<file path="src/rtl/irc_pkg.sv">
package irc_pkg;

    localparam int ENTRY_W = 128;

    localparam logic [7:0] RSN_RSVD   = 8'h20;
    localparam logic [7:0] RSN_BOUND  = 8'h21;
    localparam logic [7:0] RSN_ABSENT = 8'h22;
    localparam logic [7:0] RSN_COMPAT = 8'h25;
    localparam logic [7:0] RSN_SOURCE = 8'h26;

    typedef enum logic [1:0] {
        VT_NONE = 2'd0,
        VT_SID  = 2'd1,
        VT_BUS  = 2'd2,
        VT_BAD  = 2'd3
    } vtype_e;

    // control view of an entry
    typedef struct packed {
        logic present;
        logic fpd;
        logic rsvd;       // reserved regardless of mode
        logic xapic_rsvd; // reserved only with 8-bit destinations
    } ent_ctl_t;

    // verification view of an entry
    typedef struct packed {
        vtype_e      vtype;
        logic [1:0]  qual;
        logic [15:0] exp_sid;
    } ent_vfy_t;

    // delivery view of an entry
    typedef struct packed {
        logic [31:0] dest_raw;
        logic [7:0]  vector;
        logic        trig;
        logic [2:0]  dlv;
        logic        rh;
        logic        dm;
    } ent_irq_t;

    function automatic ent_ctl_t decode_ctl(input logic [ENTRY_W-1:0] raw);
        ent_ctl_t c;
        c.present    = raw[0];
        c.fpd        = raw[1];
        c.rsvd       = (|raw[15:8]) | (|raw[31:24]) | (|raw[127:84]) | (&raw[83:82]);
        c.xapic_rsvd = (|raw[63:48]) | (|raw[39:32]);
        return c;
    endfunction

    function automatic ent_vfy_t decode_vfy(input logic [ENTRY_W-1:0] raw);
        ent_vfy_t v;
        v.vtype   = vtype_e'(raw[83:82]);
        v.qual    = raw[81:80];
        v.exp_sid = raw[79:64];
        return v;
    endfunction

    function automatic ent_irq_t decode_irq(input logic [ENTRY_W-1:0] raw);
        ent_irq_t q;
        q.dest_raw = raw[63:32];
        q.vector   = raw[23:16];
        q.trig     = raw[4];
        q.dlv      = raw[7:5];
        q.rh       = raw[3];
        q.dm       = raw[2];
        return q;
    endfunction

    // bits of the source-id that take part in the comparison
    function automatic logic [15:0] qual_keep(input logic [1:0] q);
        case (q)
            2'd0:    return 16'hFFFF;
            2'd1:    return 16'hFFF7;
            2'd2:    return 16'hFFF3;
            default: return 16'hFFF1;
        endcase
    endfunction

endpackage

</file>
<file path="src/rtl/irc_fault_eval.sv">
module irc_fault_eval
    import irc_pkg::*;
(
    input  logic        compat,
    input  logic        in_range,
    input  logic        x2_mode,
    input  ent_ctl_t    ctl,
    input  ent_irq_t    irq_raw,
    input  logic        src_pass,
    output logic        fault,
    output logic        suppress,
    output logic [7:0]  reason,
    output logic [31:0] dest
);
    always_comb begin
        fault    = 1'b1;
        suppress = 1'b0;
        reason   = 8'h00;
        if (compat) begin
            reason = RSN_COMPAT;
        end else if (!in_range) begin
            reason = RSN_BOUND;
        end else begin
            if (!ctl.present) begin
                reason = RSN_ABSENT;
            end else if (ctl.rsvd || (!x2_mode && ctl.xapic_rsvd)) begin
                reason = RSN_RSVD;
            end else if (!src_pass) begin
                reason = RSN_SOURCE;
            end else begin
                fault = 1'b0;
            end
            suppress = fault && ctl.fpd;
        end
    end

    assign dest = x2_mode ? irq_raw.dest_raw : {24'h0, irq_raw.dest_raw[15:8]};
endmodule

</file>
<file path="config.mk">
export PLATFORM = sky130hd
export DESIGN_NAME = irc_fault_eval
export DESIGN_NICKNAME = d
export VERILOG_FILES = /design/src/rtl/irc_pkg.sv /design/src/rtl/irc_fault_eval.sv
export SDC_FILE = /design/constraint.sdc
export NUM_CORES = 1
export LEC_CHECK = 0
export ABC_AREA = 1
export CORE_MARGIN = 2
export CORE_UTILIZATION = 19
export DETAILED_ROUTE_END_ITERATION = 6
export PLACE_DENSITY = 0.86
export SLEW_MARGIN = 30
export SYNTH_ARGS = -nofsm -noshare
export SYNTH_HDL_FRONTEND = slang
export SYNTH_SLANG_ARGS = --single-unit
export TNS_END_PERCENT = 1
</file>
<file path="constraint.sdc">
create_clock -name vclk -period 0.9
set_input_delay 0.18 -clock vclk [all_inputs]
set_output_delay 0.18 -clock vclk [all_outputs]
set_load 0.005 [all_outputs]
</file>
Yosys cells after proc, flatten, opt, wreduce, memory -nomap -nowiden
Index checks and enable logic that the tools add are counted.
{"block": "classes", "mux": 15, "n_reduce_logical": 4}
{"op": "32-bit two-way mux", "count": 1}
{"op": "6-bit two-way mux", "count": 5}
{"op": "1-bit two-way mux", "count": 9}
{"op": "1-bit logical AND", "count": 2}
{"op": "1-bit logical NOT", "count": 1}
{"op": "1-bit logical OR", "count": 1}
{"block": "totals", "wordCells": 19, "output_inout_bits": 42, "ff_bits": 0, "inputBits": 54}

Logic depth before layout (Yosys ltp)
Gate-level depths: netlist (run 1).
{"block": "logic_depth", "ltp_word": 10, "ltp_mapped": 6, "mapped_depth_nobuf": 5}

Worst setup path before layout (run 1)
No wires, ideal clock.
{"block": "synth_timing", "kind": "input-to-output", "start": "input port x2_mode", "end": "output port reason[5]", "required_time_ps": 720, "arrival_time_ps": 718, "setup_slack_ps": 2, "n_path_buf": 2, "cell_stages": 5, "path_cell_list": "buf_6 inv_4 a21oi_1 nand4_1 buf_4"}
{"block": "synth_between", "elab_chain_len": 7}
{"element": "start: declaration", "line": "irc_fault_eval.sv:6", "source": "input logic x2_mode,"}
{"element": "1-bit logical NOT", "line": "irc_fault_eval.sv:26", "source": "end else if (ctl.rsvd || (!x2_mode && ctl.xapic_rsvd)) begin"}
{"element": "1-bit logical AND", "line": "irc_fault_eval.sv:26"}
{"element": "1-bit logical OR", "line": "irc_fault_eval.sv:26"}
{"element": "6-bit two-way mux", "line": "irc_fault_eval.sv:26"}
{"element": "6-bit two-way mux", "line": "irc_fault_eval.sv:24", "source": "if (!ctl.present) begin"}
{"element": "6-bit two-way mux", "line": "irc_fault_eval.sv:21", "source": "end else if (!in_range) begin"}
{"element": "6-bit two-way mux", "line": "irc_fault_eval.sv:19", "source": "if (compat) begin"}
{"element": "end: declaration", "line": "irc_fault_eval.sv:12", "source": "output logic [7:0] reason,"}
Every way passes these cells.

Final worst setup path (run 1)
{"block": "layout_timing", "start": "input port irq_raw[40] in the netlist's numbering", "end": "output port dest[26]"}
{"block": "layout_between", "elab_chain_len": 1}
{"element": "start: declaration", "line": "irc_fault_eval.sv:8", "source": "input ent_irq_t irq_raw,"}
{"element": "32-bit two-way mux", "line": "irc_fault_eval.sv:37", "source": "assign dest = x2_mode ? irq_raw.dest_raw : {24'h0, irq_raw.dest_raw[15:8]};"}
{"element": "end: declaration", "line": "irc_fault_eval.sv:13", "source": "output logic [31:0] dest"}
Every way passes these cells.

==> results.yml, run 1 <==
status:
  status: "finished, violations left"
  violations: "setup timing"
floorplan:
  dieArea_um2: 2748
  core_area_um2: 2212
  fp-row-count: 17
  die_x_um: 52.42
  boundaryPins: 96
  initial_core_util: 0.2014
  fp.dieH_um: 52.42
final_layout:
  stdcell_count: 210
  nClkBuffers: 0
  syn_to_final_growth_pct: 152.2
  mostFrequentLayoutCells: "nand2_1 (41), dlygate4sd2_1 (32), buf_2 (31), inv_1 (24)"
  drive_gt1_frac: 0.4176
  flops_and_latches: 0
  regArea_um2: 0
  utilization: 0.5079
  antennaDiodeCount: 0
  mostFrequentLayoutCell: "nand2_1"
  nFillCells: 257
  final_nets: 238
hold_path:
  hp-start: "src_pass"
  whs_path_depth: 3
  min_path_type: "input port to primary output"
  hold-path-endpoint: "reason[5]"
sta:
  rsz0062_at_grt: "true"
  min_period_ns: 0.9906
  final.period_utilization: 1.101
  slew_violations: 0
  hold_violations: 0
  max_freq_mhz: 1010
  setup-violations-final: 12
  fin_ws_ns: -0.09055
  holdWs_ns: 0.6677
placed_design:
  place_congestion: 0.6608
  dp_hpwl_mm: 1.537
  io_buffers: 78
  dp.cells: 206
drt:
  first_iter_violations: 3
  antenna_left: 0
  drtPass1Iterations: 3
  drt_wl_total_mm: 1.948
  wl_per_cell_um: 9.276
  vias: 822
  viasPerCell: 3.914
  drc: 0
synth:
  avgSynthCellArea_um2: 4.454
  synth-seq-area-share: 0
  post-synth-top-area-fraction: 0.4298
  synth_top_area_cell: "nand2_1"
  ys_warn_count: 0
  synth_area_leaders: "nand2_1 (43%), inv_1 (25%), buf_4 (13%), nand4_1 (2.8%), buf_6 (2.5%)"
  syn_area_um2: 445.4
  postSynthCellCount: 100
  synth_cell_types: 13
global_route:
  grt_overflow: 0
  grt_max_degree: 12
  antenna_found_initial: 0
  grt.total_usage: 0.1370
  first_global_vias: 762
  grt_pass1_wl_mm: 2.987
power_and_ir_drop:
  power_uw: 443.8
  p_leak_nw: 0.8229
  power_density_nw_per_um2: 395.0
  ir_drop_v: 0.0001790
critical_path:
  startpoint_type: "input port"
  crit_path_cell_trace: "clkdlybuf4s50_1 > nand2_1 > inv_1 > buf_2"
  critical-path-max-stage-delay_ns: 0.45
  worst-setup-path-type: "input port to primary output"
  end_kind: "primary output"
  crit_slowest_cell: "clkdlybuf4s50_1"
  path_delay_family: "buffers and inverters"
  cp.arrival_ns: 0.81
  critical_path_buf_inv_count: 3
  crit_fanout: 1
  required_ns: 0.72
cts:
  cts.hold.buffers_added: 0
flow_run:
  cap_viol_max_count: 0
## through the flow
| step | setup WS, ns | setup TNS (ns) | cell area [um^2] |
|---|---|---|---|
| floorplan | 0.001871 | 0 | 456.7 |
| finish | -0.09055 | -0.2961 | 1124 |
| CTS | -0.1141 | -0.9238 | 1114 |
| global route | -0.1120 | -0.9346 | 1124 |
| detailed placement | -0.9550 | -33.07 | 1246 |
| global placement | -0.9091 | -32.28 | 1246 |
## synth_stat cells
| cell type | count |
|---|---|
| a21oi_1 | 1 |
| a21oi_2 | 1 |
| buf_4 | 8 |
| buf_6 | 1 |
| conb_1 | 1 |
| inv_1 | 30 |
| inv_4 | 1 |
| nand2_1 | 51 |
| nand2_4 | 1 |
| nand3_2 | 1 |
| nand4_1 | 2 |
| nor2_1 | 1 |
| o21ai_2 | 1 |
## area by class of cell
| cell class | instances | area (um^2) | share of cell area |
|---|---|---|---|
| multi-input combinational | 63 | 307.8 | 0.2739 |
| tap | 28 | 35.03 | 0.03118 |
| inverter | 31 | 121.4 | 0.1080 |
| timing repair buffer | 88 | 659.4 | 0.5869 |
## tightest hold or removal path: stages
cell and delay (ns):
clkbuf_2 0.10, nand4_1 0.09, buf_2 0.11
## worst max path at each step
stage,end,slack [ns],from,cells after the start
floorplan,reason[5],0.002,x2_mode,5
global placement,dest[7],-0.91,x2_mode,5
detailed placement,dest[2],-0.96,x2_mode,5
CTS,reason[1],-0.11,ctl[1],5
global route,dest[26],-0.11,irq_raw[40],4
finish,dest[26],-0.09,irq_raw[40],4
## power breakdown
group	leakage, nW	switching, mW	internal, mW
registers	0	0	0
clock network	0	0	0
logic	0.823	0.194	0.250
## repair_timing
item,4_1_cts,5_1_grt
resized for setup,208,24
endpoints found under the setup margin,38,23
cloned,2,0
pin swaps,22,11
buffers inserted,2,0
## cell families after synthesis
family / count (synthesis) / synth area share
AO/OA/AOI/OAI: 3 / 0.05056
AND/OR/NAND/NOR: 56 / 0.5140
buffers and inverters: 40 / 0.4270
other: 1 / 0.008419
## metal layers
layer / wire length (um) / global-route usage
met1: 736 / 0.1684
met2: 933 / 0.2438
met3: 279 / 0.03714
met4: 0 / 0.01282
met5: 0 / 0
No activity file was read; power rests on OpenSTA's default activity.
==> inputs of run 2 (changes only) <==
--- a/config.mk
+++ b/config.mk
@@ -6,10 +6,10 @@
 export NUM_CORES = 1
 export LEC_CHECK = 0
 export ABC_AREA = 1
-export CORE_MARGIN = 2
-export CORE_UTILIZATION = 19
+export CORE_MARGIN = 5
+export CORE_UTILIZATION = 20
 export DETAILED_ROUTE_END_ITERATION = 6
-export PLACE_DENSITY = 0.86
+export PLACE_DENSITY = 0.9
 export SLEW_MARGIN = 30
 export SYNTH_ARGS = -nofsm -noshare
 export SYNTH_HDL_FRONTEND = slang
==> constraint.sdc (replaced) <==
create_clock -name vclk -period 1.24
set_input_delay 0.248 -clock vclk [all_inputs]
set_output_delay 0.248 -clock vclk [all_outputs]
set_load 0.005 [all_outputs]
==> results.yml, run 2 (synthesized netlist as in run 1, its figures left out) <==
global_route:
  first_global_vias: 826
  grt.total_usage: 0.1277
  grt_max_degree: 9
  antenna_found_initial: 0
  grt_overflow: 0
  grt_pass1_wl_mm: 3.532
final_layout:
  multiInputGateArea_um2: 322.8
  final_nets: 240
  flops_and_latches: 0
  nClkBuffers: 0
  syn_to_final_growth_pct: 184.6
  nFillCells: 228
  mostFrequentLayoutCells: "nand2_1 (36), buf_2 (35), clkdlybuf4s50_1 (28), inv_1 (26), nand2_2 (14)"
  antennaDiodeCount: 0
  drive_gt1_frac: 0.4130
  regArea_um2: 0
  mostFrequentLayoutCell: "nand2_1"
drt:
  drc: 0
  wl_per_cell_um: 10.62
  first_iter_violations: 20
  viasPerCell: 3.981
  drtPass1Iterations: 4
  antenna_left: 0
  vias: 844
  drt_wl_total_mm: 2.252
power_and_ir_drop:
  p_leak_nw: 0.8431
  ir_drop_v: 0.0001531
  power_density_nw_per_um2: 310.6
  power_uw: 393.6
critical_path:
  startpoint_type: "input port"
  crit_path_cell_trace: "clkdlybuf4s50_1 > nand2_4 > inv_1 > buf_2"
  path_delay_family: "buffers and inverters"
  crit_slowest_cell: "clkdlybuf4s50_1"
  critical-path-max-stage-delay_ns: 0.51
  worst-setup-path-type: "input port to primary output"
  critical_path_buf_inv_count: 3
  cp.arrival_ns: 0.96
  required_ns: 0.99
  crit_fanout: 1
  end_kind: "primary output"
sta:
  max_freq_mhz: 830.3
  setup-violations-final: 0
  hold_violations: 0
  fin_ws_ns: 0.03564
  holdWs_ns: 0.8006
  slew_violations: 0
  min_period_ns: 1.204
  rsz0062_at_grt: "true"
  final.period_utilization: 0.9713
floorplan:
  initial_core_util: 0.2053
  boundaryPins: 96
  die_x_um: 57.19
  core_area_um2: 2170
  fp.dieH_um: 57.19
  dieArea_um2: 3271
  fp-row-count: 17
flow_run:
  cap_viol_max_count: 0
cts:
  cts.hold.buffers_added: 0
placed_design:
  io_buffers: 78
  preCtsSetupSlack_ns: -0.6876
  place_congestion: 0.7884
  dp_hpwl_mm: 1.725
hold_path:
  min_path_type: "input port to primary output"
status:
  status: "complete, no violations"
==> run 2: metrics by stage <==
step / instance area (um^2) / util / std cells / TNS [ns]
3_5_place_dp: 1251 / 0.5767 / 205 / -24.04
6_report: 1267 / 0.5842 / 212 / 0
3_3_place_gp: 1251 / 0.5767 / 205 / -23.59
5_1_grt: 1267 / 0.5842 / 212 / -0.009793
2_1_floorplan: 456.7 / - / 103 / 0
4_1_cts: 1267 / 0.5842 / 213 / -0.4369
==> run 2: what timing repair did <==
action                                 CTS  global route
buffers inserted                         5             0
gates cloned                             3             0
endpoints found under the hold margin    0             0
pin swaps                                4             0
setup endpoints to repair               38            26
gates resized for setup                187             4
==> run 2: area by class of cell <==
type | instances | area share
Timing Repair Buffer | 90 | 0.6239
Multi-Input combinational cell | 63 | 0.2547
Inverter | 31 | 0.09378
Tap cell | 28 | 0.02764
==> run 2: per-layer routing <==
| metal | GRT usage | wire length (um) | vias to the layer above |
|---|---|---|---|
| li1 | - | - | 435 |
| met1 | 0.1415 | 870 | 360 |
| met2 | 0.2594 | 1143 | 49 |
| met3 | 0.02715 | 238 | 0 |
| met4 | 0 | 0 | 0 |
| met5 | 0 | 0 | - |
==> run 2: tightest hold or removal path: cells and delay by family <==
kind,cells,cell delay [ns]
buffers and inverters,3,0.26
and+or+nand+nor,1,0.05
==> run 2: worst paths after layout <==
path         from       end  slack (ns)  cells after the start
min   irq_raw[25]  dest[11]        0.80                      4
max   irq_raw[34]  dest[20]        0.04                      4
==> run 2: report_power, final <==
group / switching, mW / total [mW] / leakage, nW / internal, mW
clock: 0 / 0 / 0 / 0
sequential: 0 / 0 / 0 / 0
combinational: 0.152 / 0.394 / 0.843 / 0.242
total: 0.152 / 0.394 / 0.843 / 0.242
==> inputs of run 3 (changes only) <==
--- a/config.mk
+++ b/config.mk
@@ -10,6 +10,7 @@
 export CORE_UTILIZATION = 20
 export DETAILED_ROUTE_END_ITERATION = 6
 export PLACE_DENSITY = 0.9
+export REMOVE_ABC_BUFFERS = 1
 export SLEW_MARGIN = 30
 export SYNTH_ARGS = -nofsm -noshare
 export SYNTH_HDL_FRONTEND = slang
==> results.yml, run 3 (synthesized netlist as in run 1, its figures left out) <==
floorplan:
  dieArea_um2: 3271
  initial_core_util: 0.2053
  fp.dieH_um: 57.19
  die_x_um: 57.19
  core_area_um2: 2170
  boundaryPins: 96
  fp-row-count: 17
critical_path:
  path_delay_family: "buffers and inverters"
  crit_slowest_cell: "dlygate4sd2_1"
  required_ns: 0.99
  critical_path_buf_inv_count: 2
  cp.arrival_ns: 0.93
  crit_path_cell_trace: "dlygate4sd2_1 > a21oi_1 > nand4_1 > buf_2"
  worst-setup-path-type: "input port to primary output"
  end_kind: "primary output"
  startpoint_type: "input port"
  critical-path-max-stage-delay_ns: 0.27
  crit_fanout: 2
global_route:
  grt_max_degree: 17
  top_usage_layer: "met2"
  gr-usage-met2: 0.2072
  grt_util_met1: 0.1055
  grt.total_usage: 0.1097
  first_global_vias: 737
  grt_overflow: 0
  antenna_found_initial: 0
  grt_pass1_wl_mm: 3.049
  use_met3: 0.06787
final_layout:
  flops_and_latches: 0
  final_nets: 235
  regArea_um2: 0
  nFillCells: 225
  drive_gt1_frac: 0.2737
  syn_to_final_growth_pct: 152.5
  utilization: 0.5185
  multiInputGateArea_um2: 276.5
  stdcell_count: 207
  antennaDiodeCount: 0
  nClkBuffers: 0
  mostFrequentLayoutCell: "nand2_1"
  mostFrequentLayoutCells: "nand2_1 (50), inv_1 (28), clkdlybuf4s50_1 (22), dlygate4sd2_1 (18), buf_2 (18)"
power_and_ir_drop:
  power_density_nw_per_um2: 285.0
  p_leak_nw: 0.7752
  power_uw: 320.6
  ir_drop_v: 0.0001328
placed_design:
  io_buffers: 78
  dp_hpwl_mm: 1.690
  place_congestion: 0.7915
  dp.cells: 205
sta:
  slew_violations: 0
  setup-violations-final: 0
  min_period_ns: 1.182
  holdWs_ns: 0.7829
  max_freq_mhz: 845.8
  hold_violations: 0
  rsz0062_at_grt: "true"
  final.period_utilization: 0.9535
status:
  status: "complete, no violations"
drt:
  wl_per_cell_um: 9.111
  first_iter_violations: 13
  drtPass1Iterations: 3
  viasPerCell: 3.870
  drc: 0
  antenna_left: 0
  vias: 801
  drt_wl_total_mm: 1.886
flow_run:
  cap_viol_max_count: 0
hold_path:
  min_path_type: "input port to primary output"
## run 3: cell count changes in the layout (fill, tap and decap cells not counted), moves of 2 or more
cell,previous run,this run
clkdlybuf4s15_2,2,5
inv_2,4,2
nand2_1,36,50
clkdlybuf4s50_1,28,22
clkbuf_2,0,9
dlygate4sd2_1,10,18
buf_16,3,0
inv_1,26,28
nand2_2,14,0
clkdlybuf4s15_1,1,5
buf_2,35,18
buf_12,3,0
## run 3: final timing paths
path | startpoint | to | slack [ns] | cells after the start
max | ctl[0] | fault | 0.06 | 4
min | x2_mode | dest[18] | 0.78 | 4
## run 3: layout make-up
cell class	instances	share of cell area
Multi-Input combinational cell	63	0.2458
Tap cell	28	0.03115
Timing Repair Buffer	85	0.6174
Inverter	31	0.1057
## run 3: timing repair
action / 4_1_cts / 5_1_grt
gates resized for setup: 147 / 10
endpoints found under the setup margin: 38 / 11
pin swaps: 2 / 1
hold buffers: 0 / 0
setup buffers: 2 / 0
## run 3: power breakdown
| group | total, mW | leakage, nW | switching [mW] | internal (mW) |
|---|---|---|---|---|
| logic | 0.321 | 0.775 | 0.127 | 0.194 |
| registers | 0 | 0 | 0 | 0 |
| clock network | 0 | 0 | 0 | 0 |
| total | 0.321 | 0.775 | 0.127 | 0.194 |
## run 3: through the flow
stage / TNS [ns] / worst slack (ns) / instance area (um^2)
after global placement: -25.38 / -0.7049 / 1239
after floorplan: 0 / 0.3665 / 385.4
final: 0 / 0.05764 / 1125
after detailed placement: -25.86 / -0.7278 / 1239
after CTS: 0 / 0.001917 / 1167
after global routing: -0.003837 / -0.003837 / 1125
## run 3: per-layer routing
metal / routed length (um) / share of wire
met3: 435 / 0.23
met5: 0 / 0
met4: 0 / 0
met2: 775 / 0.41
met1: 674 / 0.36
